--- config.mk ---
export PLATFORM = sky130hd
export DESIGN_NAME = mbx_intr
export DESIGN_NICKNAME = d
export VERILOG_FILES = /design/src/rtl/mbx_pkg.sv /design/src/rtl/mbx_port_decode.sv /design/src/rtl/mbx_flag.sv /design/src/rtl/mbx_intr.sv
export SDC_FILE = /design/constraint.sdc
export NUM_CORES = 1
export LEC_CHECK = 0
export ABC_AREA = 1
export ABC_CLOCK_PERIOD_IN_PS = 1000
export BUFFER_PORTS_ARGS = -buffer_cell sky130_fd_sc_hd__buf_2
export CAP_MARGIN = 20
export CORE_AREA = 2 2 39 41
export CTS_BUF_LIST = sky130_fd_sc_hd__clkbuf_8
export CTS_CLUSTER_DIAMETER = 100
export DETAILED_ROUTE_END_ITERATION = 6
export DIE_AREA = 0 0 41 43
export GPL_TIMING_DRIVEN = 0
export PLACE_DENSITY = 0.57
export SYNTH_ARGS = -nofsm -noshare
export SYNTH_HDL_FRONTEND = slang
export SYNTH_SLANG_ARGS = --single-unit
--- constraint.sdc ---
create_clock -name clk -period 1 [get_ports clk]
set_input_delay 0.05 -clock clk [delete_from_list [all_inputs] [get_ports clk]]
set_output_delay 0.05 -clock clk [all_outputs]
set_load 0.01 [all_outputs]
--- src/rtl/mbx_pkg.sv ---
package mbx_pkg;
  typedef enum logic [1:0] {
    ACC_IDLE  = 2'd0,
    ACC_READ  = 2'd1,
    ACC_WRITE = 2'd2
  } acc_kind_e;

  typedef struct packed {
    acc_kind_e kind;
    logic      hit_own;
    logic      hit_peer;
  } acc_info_t;
endpackage

--- src/rtl/mbx_port_decode.sv ---
module mbx_port_decode
  import mbx_pkg::*;
#(
  parameter int ADDR_W   = 14,
  parameter bit IS_RIGHT = 1'b0
) (
  input  logic              sel_n,
  input  logic              wr_n,
  input  logic              rd_n,
  input  logic [ADDR_W-1:0] addr,
  output acc_info_t         info
);
  localparam logic [ADDR_W-1:0] TOP_SLOT  = {ADDR_W{1'b1}};
  localparam logic [ADDR_W-1:0] NEXT_SLOT = {{(ADDR_W-1){1'b1}}, 1'b0};
  localparam logic [ADDR_W-1:0] OWN_SLOT  = IS_RIGHT ? TOP_SLOT : NEXT_SLOT;
  localparam logic [ADDR_W-1:0] PEER_SLOT = IS_RIGHT ? NEXT_SLOT : TOP_SLOT;

  always_comb begin
    if (sel_n)
      info.kind = ACC_IDLE;
    else if (!wr_n)
      info.kind = ACC_WRITE;   // a write strobe overrides a concurrent read enable
    else if (!rd_n)
      info.kind = ACC_READ;
    else
      info.kind = ACC_IDLE;
    info.hit_own  = (addr == OWN_SLOT);
    info.hit_peer = (addr == PEER_SLOT);
  end
endmodule

--- src/rtl/mbx_flag.sv ---
module mbx_flag (
  input  logic clk,
  input  logic rst,
  input  logic set_req,
  input  logic clr_req,
  output logic irq_n
);
  always_ff @(posedge clk) begin
    if (rst)
      irq_n <= 1'b1;
    else if (set_req)
      irq_n <= 1'b0;
    else if (clr_req)
      irq_n <= 1'b1;
  end
endmodule

--- src/rtl/mbx_intr.sv ---
module mbx_intr
  import mbx_pkg::*;
#(
  parameter int ADDR_W = 14
) (
  input  logic              clk,
  input  logic              rst,
  input  logic              l_sel_n,
  input  logic              l_wr_n,
  input  logic              l_rd_n,
  input  logic [ADDR_W-1:0] l_addr,
  input  logic              r_sel_n,
  input  logic              r_wr_n,
  input  logic              r_rd_n,
  input  logic [ADDR_W-1:0] r_addr,
  output logic              irq_l_n,
  output logic              irq_r_n
);
  localparam int NPORT = 2;  // index 0 = left, 1 = right

  logic [NPORT-1:0]              sel_n_v, wr_n_v, rd_n_v;
  logic [NPORT-1:0][ADDR_W-1:0]  addr_v;
  acc_info_t                     info_v [NPORT];
  logic [NPORT-1:0]              set_v, clr_v, irq_n_v;

  assign sel_n_v = {r_sel_n, l_sel_n};
  assign wr_n_v  = {r_wr_n,  l_wr_n};
  assign rd_n_v  = {r_rd_n,  l_rd_n};
  assign addr_v  = {r_addr,  l_addr};

  for (genvar p = 0; p < NPORT; p++) begin : g_port
    localparam int PEER = NPORT - 1 - p;

    mbx_port_decode #(
      .ADDR_W  (ADDR_W),
      .IS_RIGHT(p == 1)
    ) u_dec (
      .sel_n(sel_n_v[p]),
      .wr_n (wr_n_v[p]),
      .rd_n (rd_n_v[p]),
      .addr (addr_v[p]),
      .info (info_v[p])
    );

    // the peer raises this side's flag; this side clears its own
    assign set_v[p] = (info_v[PEER].kind == ACC_WRITE) && info_v[PEER].hit_peer;
    assign clr_v[p] = (info_v[p].kind == ACC_READ) && info_v[p].hit_own;

    mbx_flag u_flag (
      .clk    (clk),
      .rst    (rst),
      .set_req(set_v[p]),
      .clr_req(clr_v[p]),
      .irq_n  (irq_n_v[p])
    );
  end

  assign irq_l_n = irq_n_v[0];
  assign irq_r_n = irq_n_v[1];
endmodule

# Word level (Yosys, flattened, before mapping)
# Cells that the tools add are included.
dict set report word_totals {
  ff_bits 2
  in_bits 36
  out_inout_bits 2
  word_cells 26
}
dict set report classes {
  eq_ne 8
  n_mux 10
  n_reduce_logical 6
}
# op count
set ops {}
lappend ops {{$eq 14x14->1 const B} 4}
lappend ops {{$mux 2} 4}
lappend ops {{$mux 1} 6}
lappend ops {{$eq 2x1->1 const B} 2}
lappend ops {{$eq 2x2->1 const B} 2}
lappend ops {{$logic_and 1x1->1} 4}
lappend ops {{$reduce_bool 2->1} 2}

# Depth between registers and ports, before layout
# Gate-level depths: netlist (run 1).
dict set report depth {
  ltp_word 7
  depth_mapped 8
  depth_no_buf 8
}

# By module
# Synthesis (run 1) repeated with hierarchy kept, for this count alone.
dict set report hier_totals {
  hier_cells 60
  hier_area_um2 272.8
}
# mod instances cells_per_inst area_each_um2 seq_area_each_um2
set by_module_without_submodules {}
lappend by_module_without_submodules {mbx_port_decode 2 21 85.1 0.0}
lappend by_module_without_submodules {mbx_flag 2 5 36.3 20.0}
lappend by_module_without_submodules {mbx_intr 1 8 30.0 0.0}

# Least setup slack after synthesis (run 1)
# No wires, ideal clock.
dict set report synth_path {
  path_type {flip-flop to flip-flop}
  start {register g_port[1].u_flag.irq_n (netlist name)}
  end {register g_port[1].u_flag.irq_n}
  setup_time_ps 112
  arrival_time_ps 489
  required_ps 888
  path_slack_ps 399
  stages_incl_launch_ff 5
  n_path_buf 0
  period_less_slack_ps 601
  cell_sequence {dfxtp_1 -> inv_1 -> nand2_1 -> nand2_1 -> nand2_1}
}
# element line
set synth_lines {}
lappend synth_lines {{to (signal assigned)} mbx_flag.sv:10} ;# irq_n <= 1'b1;
lappend synth_lines {{to (signal assigned)} mbx_flag.sv:12} ;# irq_n <= 1'b0;
lappend synth_lines {{to (signal assigned)} mbx_flag.sv:14} ;# irq_n <= 1'b1;
lappend synth_lines {{to (decl)} mbx_flag.sv:6} ;# output logic irq_n

# Worst setup path after layout (run 1)
dict set report layout_path {
  start {register g_port[0].u_flag.irq_n}
  end {output irq_l_n}
}
# element line
set layout_lines {}
lappend layout_lines {{from (decl)} mbx_flag.sv:6}
lappend layout_lines {{from (signal assigned)} mbx_flag.sv:10}
lappend layout_lines {{from (signal assigned)} mbx_flag.sv:12}
lappend layout_lines {{from (signal assigned)} mbx_flag.sv:14}
lappend layout_lines {{to (decl)} mbx_intr.sv:16} ;# output logic irq_l_n,
# No word-level cell between the ends.

==> impl_metrics.yaml, run 1 <==
outcome:
  status: "completed"
die:
  dieArea_mm2: 0.001763
  core_mm2: 0.001384
  io_pins: 38
  die_x_um: 41
  die-height_um: 43
  start_util_pct: 18.63
  rows: 14
layout:
  fillers: 169
  fin_nets: 133
  drive_gt1_share_pct: 42.11
  final_common_cell: "buf_2"
  area_growth_syn_to_layout_pct: 95.63
  largest_reg_flops: 2
  regMostFlops: "g_port.u_flag.irq_n"
  n_antenna_cell: 0
  mostFrequentLayoutCells: "37 x buf_2, 21 x nand2_1, 13 x inv_1"
  layoutNonFillerInstCount: 111
  reg.largest.list: "g_port.u_flag.irq_n: 2 flops"
grt:
  grt_pass1_wl_mm: 1.324
  antenna_found_initial: 0
  gr-usage-all-layers_pct: 10.71
  globalRouteOverflowTotal: 0
  grt_max_degree: 3
  grt_pass1_vias: 429
setup_path:
  worstPathArrival_ns: 0.65
  crit_buf_inv: 1
  end_kind: "output port"
  cp_max_fo: 2
  slowest_delay_ns: 0.31
  path_delay_family: "flip-flops"
  worstPathRequired_ns: 0.95
  startpoint_type: "register"
  cpMaxStageDelayCell: "dfxtp_1"
  path_cells: "buf_2"
  crit_type: "register to output port"
sta:
  hold_viol: 0
  timing.final.crit_period_ns: 0.6998
  relSlewSlack_pct: 93.31
  drv_slew: 0
  setup_viol: 0
  rsz0062_at_grt: "no"
  fin_crit_sh_pct: 69.98
  skew_ns: 0
  fmax_mhz: 1429
  worstMarginPinSlew_ns: 0.1000
  finalSetupTns_ns: 0
synthesis:
  synthesis.nets: 91
  syn_area_per_cell_um2: 4.686
  yosys_warnings: 0
  synth_cells: 55
  synth_largest_area_cell: "nand2_1"
  synthTopCellsByArea: "nand2_1 31%, inv_1 19%, nor2_1 17%"
  ys_seq_elements: 2
  synth.cell_area_um2: 257.7
  yosysTopAreaCellShare_pct: 30.58
  seq_area_frac_synth_pct: 15.53
  ys_types: 7
detailed_routing:
  ant_nets: 0
  drt_iter0_markers: 2
  route.detailed.drc: 0
  vias_per_cell: 4.000
  finalWirelength_um: 726
  vias: 444
  dr.pass1.iters: 4
  routedWlPerCell_um: 6.541
power:
  power.share.clock_pct: 63.8
  powerDensity_mw_per_mm2: 966.0
  max-vdd-ir-drop_mv: 0.8363
  p_sw_mw: 0.09301
  p_sw_share_pct: 19.09
  seq_power_share_pct: 16.5
  pwr-share-comb_pct: 19.7
  cellLeakagePower_nw: 0.3340
  p_int_mw: 0.3941
clock_tree:
  cts_buffers: 3
  clockBufferDepth: 2
  post_cts_buffers: 0
  holdBufCountCts: 0
  clkSinkCount: 2
  clk_pin_slew_worst_paths_ns: 0.03
  cts-root-buf: "clkbuf_8"
  cts-resized-gates: 0
  cts_max_level: 1
  cts_tree: "built"
  clk_latency_ns: 0.21
worst_hold_path:
  hold_path_class: "input pin to register"
place:
  dp_cells: 108
  place_congestion: 0.6557
  portBuffers: 37
  dp_hpwl_um: 658.2
job:
  drv_cap: 0
metal layers:
layer | wire [um] | track usage (%) | up-vias
li1 | - | - | 243
met1 | 263 | 9.554 | 182
met2 | 394 | 18.75 | 19
met3 | 68 | 3.665 | 0
met4 | 0 | 6.667 | 0
met5 | 0 | 0 | -
final timing paths:
kind	slack, ns	to	cells after the start	from
setup / recovery	0.30	irq_l_n	1	g_port[0].u_flag.irq_n
setup reg to reg	0.41	g_port[1].u_flag.irq_n	4	g_port[1].u_flag.irq_n
hold / removal	0.03	g_port[0].u_flag.irq_n	3	rst
hold reg to reg	0.52	g_port[0].u_flag.irq_n	4	g_port[0].u_flag.irq_n
per-stage QoR:
step / power (mW) / hold slack, ns / instance area (um2) / utilization (%) / worst slack (ns)
finish: 0.4871 / 0.03202 / 504.2 / 36.44 / 0.3002
global route: 0.5191 / 0.04757 / 504.2 / 36.44 / 0.2781
CTS: 0.4973 / 0.03046 / 504.2 / 36.44 / 0.2950
floorplan: 0.1078 / 0.1536 / 257.7 / - / 0.3989
global placement: 0.1762 / 0.2469 / 462.9 / 33.45 / 0.2952
detailed placement: 0.1787 / 0.2454 / 462.9 / 33.45 / 0.2814
synthesized netlist by cell type, drive strengths merged:
cell type / number
dfxtp: 2
inv: 13
nand2: 21
nand3: 1
nand3b: 2
nand4: 4
nor2: 12
power by group through the flow:
stage                     clock (mW)  combinational [mW]  sequential, mW
after floorplan                    0              0.0263          0.0814
after global placement             0              0.0947          0.0814
after detailed placement           0              0.0973          0.0814
after CTS                      0.319              0.0976          0.0805
after global routing           0.327               0.111          0.0805
final                          0.311              0.0960          0.0805
final cells by class:
class | instances | area [um2] | area share (%)
inverter | 13 | 48.80 | 9.677
timing repair buffer | 37 | 185.2 | 36.72
sequential | 2 | 40.04 | 7.940
multi-input combinational | 40 | 168.9 | 33.50
tap | 16 | 20.02 | 3.970
clock buffer | 3 | 41.29 | 8.189
cells by family after synthesis:
logic type | synth area share, %
buf+inv | 18.93
flops | 15.53
simple gates | 65.53
(Power assumes the default switching activity.)
==> inputs of run 2 (changes only) <==
--- a/config.mk
+++ b/config.mk
@@ -5,8 +5,8 @@
 export SDC_FILE = /design/constraint.sdc
 export NUM_CORES = 1
 export LEC_CHECK = 0
-export ABC_AREA = 1
-export ABC_CLOCK_PERIOD_IN_PS = 1000
+export ABC_AREA = 0
+export ABC_CLOCK_PERIOD_IN_PS = 800
 export BUFFER_PORTS_ARGS = -buffer_cell sky130_fd_sc_hd__buf_2
 export CAP_MARGIN = 20
 export CORE_AREA = 2 2 39 41
@@ -15,7 +15,7 @@
 export DETAILED_ROUTE_END_ITERATION = 6
 export DIE_AREA = 0 0 41 43
 export GPL_TIMING_DRIVEN = 0
-export PLACE_DENSITY = 0.57
+export PLACE_DENSITY = 0.48
 export SYNTH_ARGS = -nofsm -noshare
 export SYNTH_HDL_FRONTEND = slang
 export SYNTH_SLANG_ARGS = --single-unit
==> constraint.sdc (replaced) <==
create_clock -name clk -period 0.8 [get_ports clk]
set_input_delay 0.04 -clock clk [delete_from_list [all_inputs] [get_ports clk]]
set_output_delay 0.04 -clock clk [all_outputs]
set_load 0.01 [all_outputs]
==> run 2 against run 1 <==
Compared with the run above: first-iteration DRC count increased to 3.0 times the previous value; highest routed layer unchanged; via count decreased by 25%; critical path depth increased by 4; area after synthesis decreased by 39%; sequential cell count unchanged; hold slack improved by 0.027 ns; cell area decreased by 18%; synthesized cell count decreased by 64%; core utilization decreased by 6.4 points; count of clock-buffer cells in the layout unchanged; register-to-register slack got worse by 0.30 ns; combinational power increased by 8%.
==> impl_metrics.yaml, run 2 <==
setup_path:
  cp_max_fo: 2
  endpoint: "g_port[1].u_flag.irq_n"
  worstPathRequired_ns: 0.93
  r2r-start: "g_port[0].u_flag.irq_n"
  rr_worst_depth: 2
  end_kind: "register"
  crit_type: "input pin to register"
  startpoint_type: "input pin"
  worstPathArrival_ns: 0.88
  regToRegEndpoint: "g_port[0].u_flag.irq_n"
  timing.critical_path.from: "r_sel_n"
  r2r_setup_slack_ns: 0.11
layout:
  drive_gt1_share_pct: 70.00
  fin_nets: 98
  post-route-util_pct: 30.02
  n_antenna_cell: 0
  fillers: 151
  area_growth_syn_to_layout_pct: 165.6
  regMostFlops: "g_port.u_flag.irq_n"
  largest_reg_flops: 2
  final_common_cell: "buf_2"
  layoutNonFillerInstCount: 76
  reg.largest.list: "g_port.u_flag.irq_n: 2 flops"
  mostFrequentLayoutCells: "36 x buf_2, 4 x nand4_1, 3 x nand4b_1, 3 x nor2_1, 3 x clkbuf_8"
  fin_area_um2: 415.4
grt:
  antenna_found_initial: 0
  gr-usage-all-layers_pct: 7.908
  globalRouteOverflowTotal: 0
  grt_pass1_wl_um: 862
  grt_pass1_vias: 269
  grt_max_degree: 5
die:
  core_mm2: 0.001384
  rows: 14
  start_util_pct: 11.30
  die-height_um: 43
  die_x_um: 41
  dieArea_mm2: 0.001763
  io_pins: 38
detailed_routing:
  vias: 331
  ant_nets: 0
  routedWlPerCell_um: 9.118
  route.detailed.drc: 0
  dr.pass1.iters: 4
  finalWirelength_um: 693
  drt_iter0_markers: 6
  vias_per_cell: 4.355
synthesis:
  synthTopCellsByArea: "dfxtp_1 26%, nand4b_1 17%, nand4_1 16%"
  synth.cell_area_um2: 156.4
  seq_area_frac_synth_pct: 25.60
  synthesis.nets: 56
  synth-main-ff-cell: "dfxtp_1"
  ys_types: 11
  ys_seq_elements: 2
  async_flop_share_pct: 0
  synth_xor_area_share_pct: 0
  muxShareOfSynthArea_pct: 0
  synth_compound_area_share_pct: 14.40
  yosysTopAreaCellShare_pct: 25.60
  yosys.area_share.simple_pct: 60.00
  yosysMostFrequentCell: "nand4_1"
  synth_largest_area_cell: "dfxtp_1"
  synth_top_family_by_area: "simple AND/OR/NAND/NOR gates"
  synth_cells: 20
  yosys_warnings: 0
  netlist_top_cells_count: "4 x nand4_1, 3 x nand4b_1, 3 x nor2_1"
  synth_adder_area_share_pct: 0
  synth-edff-count: 0
  syn_area_per_cell_um2: 7.820
sta:
  timing.hold.ws_ns: 0.05929
  relSlewSlack_pct: 81.24
  worstMarginPinSlew_ns: 0.2791
  finalSetupTns_ns: 0
  rsz0062_at_grt: "yes"
  fmax_mhz: 1333
  hold_viol: 0
  skew_ns: 0
  setup_viol: 0
  drv_slew: 0
  timing.final.crit_period_ns: 0.7504
  fin_crit_sh_pct: 93.80
  layout_setup_ws_ns: 0.04956
place:
  dp_cells: 73
  place_congestion: 0.6390
  portBuffers: 37
  placed_area_um2: 361.6
  place_ws_ns: -0.1997
  dp_hpwl_um: 602.6
worst_hold_path:
  hold_path_class: "input pin to register"
  holdPathStages: 2
power:
  powerDensity_mw_per_mm2: 1443
  power_mw: 0.5993
  cellLeakagePower_nw: 0.1997
  max-vdd-ir-drop_mv: 0.7452
clock_tree:
  clk_pin_slew_worst_paths_ns: 0.03
  cts-resized-gates: 0
  cts-root-buf: "clkbuf_8"
  clockBufferDepth: 2
  cts_buffers: 3
  cts_tree: "built"
  cts_max_level: 1
  post_cts_buffers: 0
  clk_latency_ns: 0.21
  holdBufCountCts: 0
  clkSinkCount: 2
job:
  drv_cap: 0
outcome:
  status: "completed"
==> run 2: worst max-delay path: stages <==
cell and delay, ns:
buf_6 0.08, nand4b_1 0.18, nor4_2 0.30, nand4b_1 0.12, a32oi_1 0.16
==> run 2: worst min-delay path by stage <==
stage                     startpoint  slack [ns]                     end
after floorplan            l_addr[0]        0.16  g_port[1].u_flag.irq_n
after detailed placement   l_addr[0]        0.27  g_port[1].u_flag.irq_n
after CTS                  l_addr[0]        0.05  g_port[1].u_flag.irq_n
after global routing       l_addr[0]        0.07  g_port[1].u_flag.irq_n
after global placement     l_addr[0]        0.28  g_port[1].u_flag.irq_n
final                      l_addr[0]        0.06  g_port[1].u_flag.irq_n
==> run 2: cell families (layout without fill, tap and decap cells) <==
group | count (synthesis) | count (layout)
compound gates | 3 | 3
buf+inv | 0 | 40
flops | 2 | 2
simple gates | 15 | 15
==> run 2: routing by layer <==
metal / routed length (um) / vias to the layer above / track usage [%]
li1: - / 166 / -
met1: 217 / 134 / 5.414
met2: 350 / 31 / 13.75
met3: 125 / 0 / 4.712
met4: 0 / 0 / 6.000
met5: 0 / - / 0
==> run 2: report_power, final <==
part	total, mW	switching [mW]	internal, mW
sequential	0.101	0.00000166	0.101
combinational	0.104	0.0337	0.0704
clock	0.395	0.0768	0.318
==> run 2: final cells by class <==
type	count	area, um2	share of cell area (%)
Tap cell	16	20.02	4.819
Timing Repair Buffer	37	191.4	46.08
Sequential cell	2	40.04	9.639
Clock buffer	3	41.29	9.940
Multi-Input combinational cell	18	122.6	29.52
